--- config.mk ---
export PLATFORM = sky130hd
export DESIGN_NAME = refq_ctrl
export DESIGN_NICKNAME = d
export VERILOG_FILES = /design/src/rtl/refq_pkg.sv /design/src/rtl/refq_prescaler.sv /design/src/rtl/refq_channel.sv /design/src/rtl/refq_arbiter.sv /design/src/rtl/refq_addr_hold.sv /design/src/rtl/refq_ctrl.sv
export SDC_FILE = /design/constraint.sdc
export NUM_CORES = 1
export LEC_CHECK = 0
export ABC_CLOCK_PERIOD_IN_PS = 3700
export BUFFER_PORTS_ARGS = -buffer_cell sky130_fd_sc_hd__buf_2
export CAP_MARGIN = 20
export CORE_MARGIN = 5
export CORE_UTILIZATION = 45
export CTS_CLUSTER_SIZE = 10
export DETAILED_ROUTE_END_ITERATION = 8
export GPL_ROUTABILITY_DRIVEN = 0
export GPL_TIMING_DRIVEN = 0
export PLACE_DENSITY_LB_ADDON = 0.2
export SLEW_MARGIN = 20
export SYNTH_ARGS = -nofsm -noshare
export SYNTH_HDL_FRONTEND = slang
export SYNTH_SLANG_ARGS = --single-unit
--- constraint.sdc ---
create_clock -name clk -period 3.7 [get_ports clk]
set_clock_uncertainty 0.1 [all_clocks]
set_input_delay 0.74 -clock clk [delete_from_list [all_inputs] [get_ports clk]]
set_output_delay 0.74 -clock clk [all_outputs]
set_load 0.005 [all_outputs]
--- src/rtl/refq_pkg.sv ---
package refq_pkg;
  localparam int REG_W   = 16;
  localparam int EN_BIT  = 15;
  localparam int SEL_LSB = 8;
  localparam int SEL_W   = 2;
  localparam int FAC_W   = 6;
  localparam int CS_W    = 3;

  typedef struct packed {
    logic             en;
    logic [SEL_W-1:0] sel;
    logic [FAC_W-1:0] fac;
  } refq_cfg_t;

  function automatic refq_cfg_t cfg_from_word(input logic [REG_W-1:0] w);
    refq_cfg_t c;
    c.en  = w[EN_BIT];
    c.sel = w[SEL_LSB +: SEL_W];
    c.fac = w[FAC_W-1:0];
    return c;
  endfunction

  function automatic logic [REG_W-1:0] word_from_cfg(input refq_cfg_t c);
    logic [REG_W-1:0] w;
    w = '0;
    w[EN_BIT] = c.en;
    w[SEL_LSB +: SEL_W] = c.sel;
    w[FAC_W-1:0] = c.fac;
    return w;
  endfunction
endpackage

--- src/rtl/refq_prescaler.sv ---
module refq_prescaler #(
  parameter int BASE_LOG2 = 5,
  parameter int NSEL      = 4
) (
  input  logic            clk,
  input  logic            rst_n,
  output logic [NSEL-1:0] tick
);
  localparam int CW = BASE_LOG2 + NSEL - 1;
  logic [CW-1:0] div_q;

  always_ff @(posedge clk or negedge rst_n) begin
    if (!rst_n) div_q <= '0;
    else        div_q <= div_q + 1'b1;
  end

  // Rate k pulses once every 2**(BASE_LOG2+k) cycles, when its low bits are all ones.
  for (genvar k = 0; k < NSEL; k++) begin : g_tick
    assign tick[k] = &div_q[BASE_LOG2+k-1:0];
  end
endmodule

--- src/rtl/refq_channel.sv ---
module refq_channel
  import refq_pkg::*;
#(
  parameter int NSEL = 4
) (
  input  logic             clk,
  input  logic             rst_n,
  input  logic             wr,
  input  refq_cfg_t        wr_cfg,
  input  logic [NSEL-1:0]  tick,
  input  logic             ack,
  output logic             pending,
  output refq_cfg_t        cfg
);
  refq_cfg_t        cfg_q;
  logic [FAC_W-1:0] cnt_q;
  logic             pend_q;
  logic             running;
  logic             my_tick;

  assign running = cfg_q.en && (cfg_q.fac != '0);
  assign my_tick = tick[cfg_q.sel];

  always_ff @(posedge clk or negedge rst_n) begin
    if (!rst_n) begin
      cfg_q  <= '0;
      cnt_q  <= '0;
      pend_q <= 1'b0;
    end else if (wr) begin
      cfg_q  <= wr_cfg;
      cnt_q  <= wr_cfg.fac;
      pend_q <= 1'b0;
    end else if (ack) begin
      cnt_q  <= cfg_q.fac;
      pend_q <= 1'b0;
    end else if (running && my_tick && !pend_q) begin
      if (cnt_q <= 1) pend_q <= 1'b1;
      else            cnt_q  <= cnt_q - 1'b1;
    end
  end

  assign pending = pend_q;
  assign cfg     = cfg_q;
endmodule

--- src/rtl/refq_arbiter.sv ---
module refq_arbiter #(
  parameter int NCH = 4,
  localparam int IW = (NCH > 1) ? $clog2(NCH) : 1
) (
  input  logic           clk,
  input  logic           rst_n,
  input  logic [NCH-1:0] pend,
  input  logic           ref_ready,
  input  logic           ext_busy,
  input  logic           ext_grant,
  output logic           ref_valid,
  output logic [IW-1:0]  sel_idx,
  output logic [NCH-1:0] ack_vec,
  output logic           refrq_n
);
  logic [IW-1:0] pick;
  logic [IW-1:0] lock_idx_q;
  logic          lock_q;
  logic          any_pend;
  logic          refrq_n_q;

  always_comb begin
    pick = '0;
    for (int i = NCH - 1; i >= 0; i--) begin
      if (pend[i]) pick = IW'(i);
    end
  end

  assign any_pend  = |pend;
  assign sel_idx   = (lock_q && pend[lock_idx_q]) ? lock_idx_q : pick;
  assign ref_valid = any_pend && !ext_busy;

  always_comb begin
    ack_vec = '0;
    if (ref_valid && ref_ready) ack_vec[sel_idx] = 1'b1;
  end

  always_ff @(posedge clk or negedge rst_n) begin
    if (!rst_n) begin
      lock_q     <= 1'b0;
      lock_idx_q <= '0;
      refrq_n_q  <= 1'b1;
    end else begin
      lock_q     <= ref_valid && !ref_ready;
      lock_idx_q <= sel_idx;
      if (ext_grant)                refrq_n_q <= 1'b1;
      else if (any_pend && ext_busy) refrq_n_q <= 1'b0;
      else                          refrq_n_q <= 1'b1;
    end
  end

  assign refrq_n = refrq_n_q;
endmodule

--- src/rtl/refq_addr_hold.sv ---
module refq_addr_hold #(
  parameter int AW = 24
) (
  input  logic          clk,
  input  logic          rst_n,
  input  logic          active,
  input  logic [AW-1:0] a_in,
  output logic [AW-1:0] a_out
);
  logic [AW-1:0] last_q;

  always_ff @(posedge clk or negedge rst_n) begin
    if (!rst_n)       last_q <= '0;
    else if (!active) last_q <= a_in;
  end

  assign a_out = active ? last_q : a_in;
endmodule

--- src/rtl/refq_ctrl.sv ---
module refq_ctrl
  import refq_pkg::*;
#(
  parameter int NCH       = 4,
  parameter int AW        = 24,
  parameter int BASE_LOG2 = 5,
  parameter logic [NCH*CS_W-1:0] CS_MAP = {3'd6, 3'd4, 3'd3, 3'd1},
  localparam int IW   = (NCH > 1) ? $clog2(NCH) : 1,
  localparam int NSEL = 1 << SEL_W
) (
  input  logic             clk,
  input  logic             rst_n,
  input  logic             reg_wr_en,
  input  logic [IW-1:0]    reg_addr,
  input  logic [REG_W-1:0] reg_wdata,
  output logic [REG_W-1:0] reg_rdata,
  output logic             ref_valid,
  input  logic             ref_ready,
  output logic [CS_W-1:0]  ref_cs,
  input  logic             ext_busy,
  input  logic             ext_grant,
  output logic             refrq_n,
  input  logic             ref_active,
  input  logic [AW-1:0]    addr_in,
  output logic [AW-1:0]    addr_out
);
  logic [NSEL-1:0] tick;
  logic [NCH-1:0]  pend;
  logic [NCH-1:0]  ack_vec;
  logic [IW-1:0]   sel_idx;
  refq_cfg_t       cfg_arr [NCH];
  refq_cfg_t       wr_cfg;

  assign wr_cfg = cfg_from_word(reg_wdata);

  refq_prescaler #(.BASE_LOG2(BASE_LOG2), .NSEL(NSEL)) u_pre (
    .clk(clk), .rst_n(rst_n), .tick(tick)
  );

  for (genvar c = 0; c < NCH; c++) begin : g_ch
    refq_channel #(.NSEL(NSEL)) u_ch (
      .clk(clk), .rst_n(rst_n),
      .wr(reg_wr_en && (reg_addr == IW'(c))),
      .wr_cfg(wr_cfg), .tick(tick), .ack(ack_vec[c]),
      .pending(pend[c]), .cfg(cfg_arr[c])
    );
  end

  always_comb begin
    reg_rdata = '0;
    for (int c = 0; c < NCH; c++) begin
      if (reg_addr == IW'(c)) reg_rdata = word_from_cfg(cfg_arr[c]);
    end
  end

  refq_arbiter #(.NCH(NCH)) u_arb (
    .clk(clk), .rst_n(rst_n), .pend(pend), .ref_ready(ref_ready),
    .ext_busy(ext_busy), .ext_grant(ext_grant), .ref_valid(ref_valid),
    .sel_idx(sel_idx), .ack_vec(ack_vec), .refrq_n(refrq_n)
  );

  assign ref_cs = CS_MAP[sel_idx*CS_W +: CS_W];

  refq_addr_hold #(.AW(AW)) u_hold (
    .clk(clk), .rst_n(rst_n), .active(ref_active),
    .a_in(addr_in), .a_out(addr_out)
  );
endmodule

==> metrics.cfg <==
[synth]
synth_area_per_cell_sq_um=10.1
synthesis.instances=524
synthesis.yosys.warnings=0
post_synth_edffs=0
synth.ff_latch_count=100
synth-seq-area-share_pct=47.5
syn-cell-area_sq_um=5270
synth.distinct_cells=70
postSynth.asyncResetShare_pct=100
ys.flop_type=sky130_fd_sc_hd__dfrtp_1

[setup_path]
timing.rr.end=g_ch[0].u_ch.cnt_q[1]
startpoint_type=primary input
worst-endpoint-required_ns=2.86
timing.setup.critical_path_class=in -> out
worst_setup_path_startpoint=reg_addr[0]
r2r-start=u_pre.div_q[0]
worst-path-max-fanout=10
worst_reg_to_reg_setup_slack_ns=1.14
worst_setup_path_end_kind=output port
r2r_cells=7
cp_data_arrival_time_ns=2.06
cp-endpoint=reg_rdata[2]

[layout]
design.final.nets=679
fraction_of_layout_instances_using_a_drive_strength_above_1_pct=26.6
fill_cells=1056
post-route-cell-area_sq_um=6200
n_antenna_cell=0
areaGrowthSynthToFinish_pct=17.6

[global_route]
grt_max_degree=68
grt_antenna_before_repair=0
grt_first_pass_wirelength_mm=22.3
track_usage_pct=19.4
grt.overflow.total=0
grt_pass1_vias=4362

[clock_network]
clkSinkCount=100
post_cts.repair.setup_buffers=0
tritoncts=built
cts.root.buffer_cell=sky130_fd_sc_hd__clkbuf_16
max-clock-path-buffers=2
cts-buffers-inserted=9
post_cts.resized_instances=0
clk-insertion-delay-late_ns=0.34
htree_num_levels=3
hold_buffers=0
cts.clk_slew.worst_paths_ns=0.07

[detailed_routing]
via_cell_ratio=5.55
dr_total_vias=4266
post-route-drc-count=0
post_drt_wl_per_cell_microns=17.2
antenna_violating_nets_post_route=0
detailedRoute.firstIterationViolations=285
drt_wl_total_mm=13.2
detailedRoute.firstPassIterationCount=4

[floorplanning]
chipHeight_microns=118
core_region_area_sq_um=11500
io_pins=94
die_w_microns=118
core.rowCount=39
die-area_sq_um=14000
initial_utilization_pct=46.0

[power_and_ir_drop]
power.leakage_nw=2.92
total_design_power_mw=3.20
vdd_ir_drop_max_v=0.000240
p_per_area_nw_per_um2=516

[sta]
setup_repair_after_global_routing_missed_its_margin=false
achievable-frequency_ghz=0.345
layout_worst_path_cycle_share_pct=78.3
setup_violations=0
slew_violations=0
worst_slew_margin_rel_pct=51.8
final.setup.tns_ns=0
minimum_clock_period_ns=2.90
finalHoldViolCount=0
worstMarginPinSlew_ns=0.722

[hold_path]
min_path_type=in -> async

[placed_design]
port_buffers=78
detailed_place.area_sq_um=5900
place.detailed.hpwl_mm=9.96

[outcome]
outcome=complete, no violations

[flow_run]
max_cap_viol_count=0

## synth_stat cells, types with 8 or more instances
master	n	area share (%)
sky130_fd_sc_hd__xor2_1	9	1.5
sky130_fd_sc_hd__o21ai_0	14	1.3
sky130_fd_sc_hd__a21oi_1	11	1.0
sky130_fd_sc_hd__ha_1	10	2.4
sky130_fd_sc_hd__buf_4	8	1.1
sky130_fd_sc_hd__nand2_1	115	8.2
sky130_fd_sc_hd__dfrtp_1	99	47
sky130_fd_sc_hd__inv_1	18	1.3
sky130_fd_sc_hd__nor3_1	11	1.0
sky130_fd_sc_hd__nor2_1	29	2.1
sky130_fd_sc_hd__nand3_1	17	1.6
sky130_fd_sc_hd__mux2_2	32	6.8
sky130_fd_sc_hd__mux4_2	8	3.4
sky130_fd_sc_hd__clkbuf_1	11	0.78
## state kept, by name, summed over array words and instances (netlist names)
signal / count
g_ch.u_ch.cfg: 36
g_ch.u_ch.cnt_q: 24
g_ch.u_ch.pending: 4
u_arb.lock_idx_q: 2
u_arb.lock_q: 1
u_arb.refrq_n: 1
u_hold.last_q: 24
u_pre.div_q: 8
## power by group
part / switching, mW / total [mW] / internal (mW)
Clock: 0.429 / 0.961 / 0.532
Sequential: 0.170 / 1.45 / 1.28
Combinational: 0.415 / 0.790 / 0.375
## cell usage in the layout, fill, tap and decap left out, types with 3 or more instances in the layout
| cell | count |
|---|---|
| sky130_fd_sc_hd__nand2_1 | 115 |
| sky130_fd_sc_hd__dfrtp_1 | 99 |
| sky130_fd_sc_hd__buf_2 | 82 |
| sky130_fd_sc_hd__mux2_2 | 32 |
| sky130_fd_sc_hd__nor2_1 | 29 |
| sky130_fd_sc_hd__inv_1 | 18 |
| sky130_fd_sc_hd__nand3_1 | 17 |
| sky130_fd_sc_hd__o21ai_0 | 14 |
| sky130_fd_sc_hd__clkbuf_1 | 12 |
| sky130_fd_sc_hd__nor3_1 | 11 |
| sky130_fd_sc_hd__a21oi_1 | 11 |
| sky130_fd_sc_hd__ha_1 | 10 |
| sky130_fd_sc_hd__xor2_1 | 9 |
| sky130_fd_sc_hd__clkbuf_16 | 9 |
| sky130_fd_sc_hd__buf_4 | 8 |
| sky130_fd_sc_hd__mux4_2 | 8 |
| sky130_fd_sc_hd__xnor2_1 | 7 |
| sky130_fd_sc_hd__conb_1 | 7 |
| sky130_fd_sc_hd__and3_1 | 6 |
| sky130_fd_sc_hd__nor2b_1 | 6 |
| sky130_fd_sc_hd__a31oi_1 | 6 |
| sky130_fd_sc_hd__and2_1 | 5 |
| sky130_fd_sc_hd__nand4_1 | 5 |
| sky130_fd_sc_hd__o211ai_1 | 5 |
| sky130_fd_sc_hd__or2_2 | 4 |
| sky130_fd_sc_hd__nand2b_1 | 4 |
| sky130_fd_sc_hd__o221ai_1 | 4 |
| sky130_fd_sc_hd__o22ai_1 | 4 |
| sky130_fd_sc_hd__buf_1 | 3 |
| sky130_fd_sc_hd__nand3b_1 | 3 |
| sky130_fd_sc_hd__nor4_1 | 3 |
| sky130_fd_sc_hd__mux2i_1 | 3 |
| sky130_fd_sc_hd__a211oi_1 | 3 |
| sky130_fd_sc_hd__and4_1 | 3 |
| sky130_fd_sc_hd__nor3b_1 | 3 |
| sky130_fd_sc_hd__clkinvlp_4 | 3 |
## layout make-up
| cell class | count | area (sq um) | share of cell area (%) |
|---|---|---|---|
| multi-input cells | 385 | 2580 | 41.7 |
| flip-flops and latches | 100 | 2500 | 40.4 |
| well taps | 143 | 179 | 2.89 |
| clock buffers | 10 | 229 | 3.69 |
| repair buffers | 79 | 424 | 6.84 |
| inverters | 18 | 67.6 | 1.09 |
| plain buffers | 27 | 138 | 2.22 |
| clock inverters | 6 | 72.6 | 1.17 |
## layer usage
layer | GRT usage, % | routed length (microns) | vias to the layer above | share of wire (%)
met5 | 0 | 0 | - | 0
met4 | 5.23 | 230 | 0 | 1.7
met3 | 3.49 | 678 | 18 | 5.1
met2 | 31.8 | 6600 | 101 | 50
met1 | 26.6 | 5720 | 2120 | 43
li1 | - | - | 2027 | -
## worst min path at each step
stage	from	endpoint	slack, ns
2_1_floorplan	rst_n	g_ch[0].u_ch.cfg[0]	0.34
3_3_place_gp	u_pre.div_q[0]	u_pre.div_q[0]	0.36
3_5_place_dp	u_pre.div_q[0]	u_pre.div_q[0]	0.37
4_1_cts	rst_n	g_ch[2].u_ch.cnt_q[5]	0.19
5_1_grt	rst_n	g_ch[2].u_ch.cnt_q[5]	0.21
6_report	rst_n	g_ch[2].u_ch.cnt_q[5]	0.19
## worst max-delay path, stage by stage
cell and delay [ns]:
sky130_fd_sc_hd__buf_2 0.16, sky130_fd_sc_hd__buf_2 0.34, sky130_fd_sc_hd__mux4_1 0.65, sky130_fd_sc_hd__buf_2 0.16
## kinds of logic after synthesis
| kind of cell | Yosys count | share of synthesized area, % |
|---|---|---|
| AND/OR/NAND/NOR | 232 | 21.4 |
| flip-flops | 100 | 47.5 |
| AO/OA/AOI/OAI | 75 | 10.5 |
| multiplexers | 45 | 11.6 |
| buffers and inverters | 45 | 3.89 |
| XOR/XNOR | 16 | 2.66 |
| adder cells (fa/ha/maj) | 10 | 2.37 |
| other | 1 | 0.0712 |
## stage by stage
| step | hold slack (ns) | setup slack (ns) | std cells | utilization, % |
|---|---|---|---|---|
| after floorplan | 0.336 | 1.18 | 530 | - |
| final | 0.187 | 0.804 | 768 | 54.0 |
| after detailed placement | 0.369 | 0.820 | 752 | 51.4 |
| after CTS | 0.194 | 0.808 | 768 | 54.0 |
| after global placement | 0.357 | 0.728 | 751 | 51.1 |
| after global routing | 0.211 | 0.739 | 768 | 54.0 |
Note: power is estimated with default switching activity, not from simulation.
